[src/rtl/irqc_pkg.sv]
package irqc_pkg;

  localparam int WORD_W      = 32;
  localparam int ADDR_W      = 3;
  localparam int QUEUES      = 2;
  localparam int FAULTS      = 8;
  localparam int RST_FIELD_W = 6;

  localparam logic [ADDR_W-1:0] A_STATUS = 3'd0;
  localparam logic [ADDR_W-1:0] A_MASK   = 3'd1;
  localparam logic [ADDR_W-1:0] A_CLEAR  = 3'd2;
  localparam logic [ADDR_W-1:0] A_GCLR   = 3'd3;
  localparam logic [ADDR_W-1:0] A_HALT   = 3'd4;
  localparam logic [ADDR_W-1:0] A_RESET  = 3'd5;

  localparam int RESET_DONE_POS = 24;

  // per-master lane of 12 status bits
  function automatic int rd_done_pos(input int m);
    return 12 * m;
  endfunction

  function automatic int report_pos(input int m, input int q);
    return 12 * m + 4 + 4 * q;
  endfunction

  function automatic int nack_pos(input int m, input int q);
    return 27 + QUEUES * m + q;
  endfunction

  function automatic int halt_ack_pos(input int m);
    return 25 + m;
  endfunction

  // fault k lands in the lane gaps left by read-done and the reports
  function automatic int fault_pos(input int m, input int k);
    int off;
    if (k < 2)      off = 1 + k;
    else if (k < 5) off = 5 + (k - 2);
    else            off = 9 + (k - 5);
    return 12 * m + off;
  endfunction

  function automatic int reset_field_lo(input int m);
    return 4 + 8 * m;
  endfunction

endpackage

[src/rtl/irqc_event_map.sv]
module irqc_event_map
  import irqc_pkg::*;
#(
  parameter int NUM_MASTERS = 2
) (
  input  logic [NUM_MASTERS-1:0]        rd_done_i,
  input  logic [NUM_MASTERS*QUEUES-1:0] report_i,
  input  logic [NUM_MASTERS*QUEUES-1:0] nack_i,
  input  logic [NUM_MASTERS*FAULTS-1:0] fault_i,
  input  logic [NUM_MASTERS-1:0]        halt_ev_i,
  input  logic                          reset_done_i,
  output logic [WORD_W-1:0]             set_o
);

  always_comb begin
    set_o = '0;
    for (int m = 0; m < NUM_MASTERS; m++) begin
      set_o[rd_done_pos(m)]  = rd_done_i[m];
      set_o[halt_ack_pos(m)] = halt_ev_i[m];
      for (int q = 0; q < QUEUES; q++) begin
        set_o[report_pos(m, q)] = report_i[m*QUEUES+q];
        set_o[nack_pos(m, q)]   = nack_i[m*QUEUES+q];
      end
      for (int k = 0; k < FAULTS; k++) begin
        set_o[fault_pos(m, k)] = fault_i[m*FAULTS+k];
      end
    end
    set_o[RESET_DONE_POS] = reset_done_i;
  end

endmodule

[src/rtl/irqc_status_reg.sv]
module irqc_status_reg
  import irqc_pkg::*;
(
  input  logic              clk,
  input  logic              rst,
  input  logic [WORD_W-1:0] set_i,
  input  logic [WORD_W-1:0] clr_i,
  input  logic              mask_we,
  input  logic [WORD_W-1:0] mask_wdata,
  output logic [WORD_W-1:0] status_q,
  output logic [WORD_W-1:0] mask_q,
  output logic              irq_q
);

  logic [WORD_W-1:0] status_d;
  logic [WORD_W-1:0] mask_d;

  // a fresh event outranks a clear of the same bit
  always_comb begin
    status_d = (status_q & ~clr_i) | set_i;
    mask_d   = mask_we ? mask_wdata : mask_q;
  end

  always_ff @(posedge clk) begin
    if (rst) begin
      status_q <= '0;
      mask_q   <= '0;
      irq_q    <= 1'b0;
    end else begin
      status_q <= status_d;
      mask_q   <= mask_d;
      irq_q    <= |(status_d & mask_d);
    end
  end

endmodule

[src/rtl/irqc_halt_reset.sv]
module irqc_halt_reset #(
  parameter int NUM_MASTERS = 2
) (
  input  logic                   clk,
  input  logic                   rst,
  input  logic                   halt_wr,
  input  logic [NUM_MASTERS-1:0] halt_sel,
  input  logic                   rst_wr,
  input  logic [NUM_MASTERS-1:0] rst_target,
  input  logic [NUM_MASTERS-1:0] halt_ack_i,
  input  logic [NUM_MASTERS-1:0] rst_ack_i,
  output logic [NUM_MASTERS-1:0] halt_req_o,
  output logic [NUM_MASTERS-1:0] rst_req_o,
  output logic [NUM_MASTERS-1:0] halt_ev_o,
  output logic                   reset_done_o
);

  logic [NUM_MASTERS-1:0] halt_pend_q;
  logic [NUM_MASTERS-1:0] rst_wait_q;
  logic [NUM_MASTERS-1:0] rst_wait_left;
  logic                   rst_accept;

  always_comb begin
    halt_ev_o     = halt_ack_i & halt_pend_q;
    rst_wait_left = rst_wait_q & ~rst_ack_i;
    reset_done_o  = (|rst_wait_q) && (rst_wait_left == '0);
    rst_accept    = rst_wr && (rst_wait_q == '0) && (|rst_target);
  end

  always_ff @(posedge clk) begin
    if (rst) begin
      halt_pend_q <= '0;
      halt_req_o  <= '0;
      rst_wait_q  <= '0;
      rst_req_o   <= '0;
    end else begin
      halt_pend_q <= (halt_pend_q & ~halt_ack_i) | (halt_wr ? halt_sel : '0);
      halt_req_o  <= halt_wr ? halt_sel : '0;
      rst_wait_q  <= rst_accept ? rst_target : rst_wait_left;
      rst_req_o   <= rst_accept ? rst_target : '0;
    end
  end

endmodule

[src/rtl/irq_halt_ctrl.sv]
module irq_halt_ctrl
  import irqc_pkg::*;
#(
  parameter int NUM_MASTERS = 2
) (
  input  logic                          clk,
  input  logic                          rst,
  input  logic                          reg_we,
  input  logic                          reg_re,
  input  logic [ADDR_W-1:0]             reg_addr,
  input  logic [WORD_W-1:0]             reg_wdata,
  output logic [WORD_W-1:0]             reg_rdata,
  input  logic [NUM_MASTERS-1:0]        rd_done_i,
  input  logic [NUM_MASTERS*QUEUES-1:0] report_i,
  input  logic [NUM_MASTERS*QUEUES-1:0] nack_i,
  input  logic [NUM_MASTERS*FAULTS-1:0] fault_i,
  input  logic [NUM_MASTERS-1:0]        halt_ack_i,
  input  logic [NUM_MASTERS-1:0]        rst_ack_i,
  output logic [NUM_MASTERS-1:0]        halt_req_o,
  output logic [NUM_MASTERS-1:0]        rst_req_o,
  output logic                          irq_o
);

  logic [WORD_W-1:0]      ev_set;
  logic [WORD_W-1:0]      clr_vec;
  logic [WORD_W-1:0]      status_q;
  logic [WORD_W-1:0]      mask_q;
  logic [NUM_MASTERS-1:0] halt_ev;
  logic [NUM_MASTERS-1:0] rst_target;
  logic                   reset_done;
  logic                   wr_mask, wr_clear, wr_gclr, wr_halt, wr_reset;

  always_comb begin
    wr_mask  = reg_we && (reg_addr == A_MASK);
    wr_clear = reg_we && (reg_addr == A_CLEAR);
    wr_gclr  = reg_we && (reg_addr == A_GCLR) && reg_wdata[0];
    wr_halt  = reg_we && (reg_addr == A_HALT);
    wr_reset = reg_we && (reg_addr == A_RESET);
    clr_vec  = (wr_clear ? reg_wdata : '0) | (wr_gclr ? '1 : '0);
  end

  for (genvar m = 0; m < NUM_MASTERS; m++) begin : g_target
    assign rst_target[m] = |reg_wdata[reset_field_lo(m) +: RST_FIELD_W];
  end

  irqc_event_map #(.NUM_MASTERS(NUM_MASTERS)) u_map (
    .rd_done_i    (rd_done_i),
    .report_i     (report_i),
    .nack_i       (nack_i),
    .fault_i      (fault_i),
    .halt_ev_i    (halt_ev),
    .reset_done_i (reset_done),
    .set_o        (ev_set)
  );

  irqc_status_reg u_stat (
    .clk        (clk),
    .rst        (rst),
    .set_i      (ev_set),
    .clr_i      (clr_vec),
    .mask_we    (wr_mask),
    .mask_wdata (reg_wdata),
    .status_q   (status_q),
    .mask_q     (mask_q),
    .irq_q      (irq_o)
  );

  irqc_halt_reset #(.NUM_MASTERS(NUM_MASTERS)) u_seq (
    .clk          (clk),
    .rst          (rst),
    .halt_wr      (wr_halt),
    .halt_sel     (reg_wdata[NUM_MASTERS-1:0]),
    .rst_wr       (wr_reset),
    .rst_target   (rst_target),
    .halt_ack_i   (halt_ack_i),
    .rst_ack_i    (rst_ack_i),
    .halt_req_o   (halt_req_o),
    .rst_req_o    (rst_req_o),
    .halt_ev_o    (halt_ev),
    .reset_done_o (reset_done)
  );

  always_ff @(posedge clk) begin
    if (rst) begin
      reg_rdata <= '0;
    end else if (reg_re) begin
      case (reg_addr)
        A_STATUS: reg_rdata <= status_q;
        A_MASK:   reg_rdata <= mask_q;
        default:  reg_rdata <= '0;
      endcase
    end
  end

endmodule

[config.mk]
export PLATFORM = sky130hd
export DESIGN_NAME = irq_halt_ctrl
export DESIGN_NICKNAME = d
export VERILOG_FILES = /design/src/rtl/irqc_pkg.sv /design/src/rtl/irqc_event_map.sv /design/src/rtl/irqc_status_reg.sv /design/src/rtl/irqc_halt_reset.sv /design/src/rtl/irq_halt_ctrl.sv
export SDC_FILE = /design/constraint.sdc
export NUM_CORES = 1
export LEC_CHECK = 0
export BUFFER_PORTS_ARGS = -buffer_cell sky130_fd_sc_hd__buf_2
export CORE_MARGIN = 3
export CORE_UTILIZATION = 48
export DETAILED_ROUTE_END_ITERATION = 8
export GPL_TIMING_DRIVEN = 0
export MAX_ROUTING_LAYER = met4
export PLACE_DENSITY = 0.76
export SLEW_MARGIN = 30
export SYNTH_ARGS = -nofsm -noshare
export SYNTH_HDL_FRONTEND = slang
export SYNTH_SLANG_ARGS = --single-unit
[constraint.sdc]
create_clock -name clk -period 1.8 [get_ports clk]
set_clock_uncertainty 0.2 [all_clocks]
set_input_delay 0.36 -clock clk [delete_from_list [all_inputs] [get_ports clk]]
set_output_delay 0.36 -clock clk [all_outputs]
set_load 0.005 [all_outputs]
==> results.py <==
metrics = {
    "placed_design": {
        "dp_hpwl_um": 9980,
        "gp_congestion": 0.931,
        "place_ws_ns": -0.846,
        "placed_cell_area_sq_mm": 0.00498,
        "io_buffers": 104,
        "dpl.cell_count": 692,
    },
    "synth": {
        "synthMuxAreaShare_pct": 7.64,
        "synth_simple_gate_area_share_pct": 16.6,
        "syn_area_per_cell_sq_um": 8.95,
        "syn-num-nets": 552,
        "synth_xor_area_share_pct": 0,
        "synthesis.instances": 483,
        "synth.lib_cells_used.distinct": 34,
        "synth_top_family_by_area": "compound AO/OA/AOI/OAI gates",
        "syn-cell-area_sq_mm": 0.00432,
        "synth_compound_area_share_pct": 22.6,
        "synth_seq_area_share_pct": 48.6,
        "synth_fa_ha_area_share_pct": 0,
        "ys_ff_latch": 105,
        "yosysWarnings": 0,
    },
    "global_routing": {
        "gr-total-overflow": 0,
        "grt_usage_pct": 29.1,
        "grt_pass1_wl_um": 22200,
        "grt_max_degree": 17,
        "antenna_found_initial": 0,
        "grt_pass1_vias": 4235,
    },
    "clock_network": {
        "clockBufferDepth": 2,
        "cts_tree": "done",
        "ctsRootBufferMaster": "clkbuf_8",
        "cts_hold_buf": 0,
        "htree_levels": 3,
        "insertion_delay_ns": 0.37,
        "cts.sinks": 105,
        "numCtsBuffers": 9,
        "clk_pin_slew_ns": 0.11,
    },
    "worst_setup_path": {
        "cp-start-kind": "primary input",
        "r2r_slack_ns": 0.21,
        "rr_worst_depth": 5,
        "cp-end-kind": "flip-flop",
        "cp_max_fo": 7,
        "crit_type": "in2reg",
        "cp.arrival_ns": 2.00,
        "cp.required_ns": 1.83,
    },
    "floorplan": {
        "start_util_pct": 51.1,
        "die_h_um": 101,
        "io_pins": 106,
        "coreArea_sq_mm": 0.00846,
        "rows": 33,
        "fp.dieArea_sq_mm": 0.0102,
        "die_x_um": 101,
    },
    "final_layout": {
        "final_cells": 727,
        "drive_gt1_share_pct": 31.7,
        "fin_area_sq_mm": 0.00582,
        "area_growth_syn_to_layout_pct": 34.5,
        "diodes": 0,
        "nets": 686,
    },
    "power": {
        "p_leak_nw": 2.27,
        "ir_drop_mv": 0.482,
        "power.density_mw_per_mm2": 819,
    },
    "status": {
        "status": "finished, violations left",
        "violations": "setup timing",
    },
    "timing": {
        "max-slew-margin-rel_pct": 55.3,
        "slew_violations": 0,
        "fin_ws_ns": -0.172,
        "setup_viol": 1,
        "hold_violations": 0,
        "timing.final.crit_share_pct": 110,
        "finalCriticalPeriod_ns": 1.97,
        "worst_pin_slew_ns": 0.670,
        "fin_setup_tns_ns": -0.172,
        "fmax_mhz": 507,
        "rsz0062_at_grt": "yes",
    },
    "detailed_routing": {
        "drt-total-wl_um": 14900,
        "routed_via_density": 6.16,
        "ant_nets": 0,
        "drc_errors": 0,
        "num_vias": 4478,
        "drt_iter0_markers": 522,
        "routedWlPerCell_um": 20.5,
        "drt-pass1-iter-count": 6,
    },
    "worst_hold_path": {
        "hold_depth": 3,
        "hp-class": "in2reg",
    },
    "job": {
        "maxCapViolCount": 0,
    },
}
## cell families after synthesis
logic type             after synthesis
buffers and inverters               38
AO/OA/AOI/OAI                      154
multiplexers                        33
AND/OR/NAND/NOR                    153
flip-flops                         105
## worst paths after layout
kind / startpoint / to
min: fault_i[4] / u_stat.status_q[7]
max reg2reg: u_seq.rst_wait_q[0] / u_stat.irq_q
min reg2reg: reg_rdata[0] / reg_rdata[0]
max: reg_addr[1] / u_stat.irq_q
## area by class of cell
type	count	area, sq um
fillers	623	2650
repair buffers	124	764
clock buffers	13	169
plain buffers	36	248
well taps	105	131
inverters	1	3.75
clock inverters	3	46.3
multi-input cells	340	2350
flip-flops and latches	105	2100
## placed cells by master (no fill, tap or decap), types with 5 or more instances in the layout
| cell type | count |
|---|---|
| mux2i_1 | 15 |
| o21ai_1 | 7 |
| o22ai_1 | 7 |
| a21oi_1 | 26 |
| buf_6 | 8 |
| dfxtp_1 | 105 |
| a211oi_1 | 32 |
| o21ai_0 | 25 |
| clkbuf_1 | 19 |
| nor2_1 | 98 |
| buf_12 | 5 |
| o22ai_2 | 8 |
| buf_4 | 18 |
| clkbuf_8 | 12 |
| a21oi_2 | 6 |
| buf_2 | 101 |
| nor2b_1 | 27 |
| mux2i_4 | 14 |
| a22oi_1 | 35 |
| nand2_1 | 5 |
## Yosys cell counts
cell,n,area [sq um]
a211oi_1,32,240
buf_6,3,33.8
o211ai_1,1,7.51
dfxtp_1,105,2100
nor2b_1,27,169
buf_1,1,3.75
nor3b_1,2,15.0
nand3b_1,1,7.51
and4bb_1,1,12.5
a41oi_1,1,8.76
nand4b_1,1,8.76
inv_1,1,3.75
a21o_1,3,22.5
nand2_1,5,18.8
nand3_1,1,5.00
a21oi_1,32,160
buf_4,1,7.51
buf_12,1,20.0
buf_2,10,50.1
nor2_1,98,368
nor4_1,7,43.8
nor3_2,1,10.0
and2_1,3,18.8
nand2b_1,2,12.5
o21bai_1,2,15.0
a22oi_1,36,270
and3b_1,1,8.76
o22ai_1,15,93.8
nor3_1,2,10.0
clkbuf_1,21,78.8
or2b_1,1,7.51
o21ai_1,4,20.0
mux2i_1,33,330
o21ai_0,28,140
## state kept, by name, indices dropped and copies added, names as in the netlist
signal / cells
u_stat.irq_q: 1
u_stat.status_q: 32
reg_rdata: 32
u_seq.halt_pend_q: 2
u_stat.mask_q: 32
u_seq.rst_wait_q: 2
u_seq.rst_req_o: 2
u_seq.halt_req_o: 2
## worst max-delay path, cell delays in order
cell      delay, ns
buf_8          0.10
and4bb_1       0.28
buf_6          0.17
buf_6          0.13
buf_16         0.14
mux2i_4        0.25
o22ai_2        0.12
nor4_4         0.30
a41oi_2        0.15
## power by group
group          internal (mW)  total, mW  switching (mW)  leakage (nW)
combinational          0.305      0.700           0.395          1.30
sequential              2.43       2.49          0.0592         0.862
clock                  0.764       1.58           0.818         0.106
total                   3.50       4.77            1.27          2.27
## per-layer routing
metal	routed length (um)	track usage (%)	share of wire (%)	vias up
met5	0	-	0	-
li1	-	-	-	1996
met4	754	10.9	5.0	0
met1	5930	38.5	40	2127
met3	1430	5.47	9.5	64
met2	6820	44.3	46	291
## through the flow
| stage | hold WS, ns | total power [mW] | util (%) |
|---|---|---|---|
| floorplan | 0.226 | 2.82 | - |
| global placement | 0.241 | 3.06 | 58.8 |
| detailed placement | 0.248 | 3.08 | 58.8 |
| CTS | 0.0184 | 4.66 | 65.4 |
| global route | 0.0252 | 4.92 | 68.7 |
| finish | 0.0104 | 4.77 | 68.7 |
## repair_timing
action / 4_1_cts / 5_1_grt
resized for setup: 51 / 46
pin swaps: 10 / 13
endpoints found under the setup margin: 31 / 24
buffers inserted: 9 / 10
cloned: 1 / 0
(Power assumes the default switching activity.)
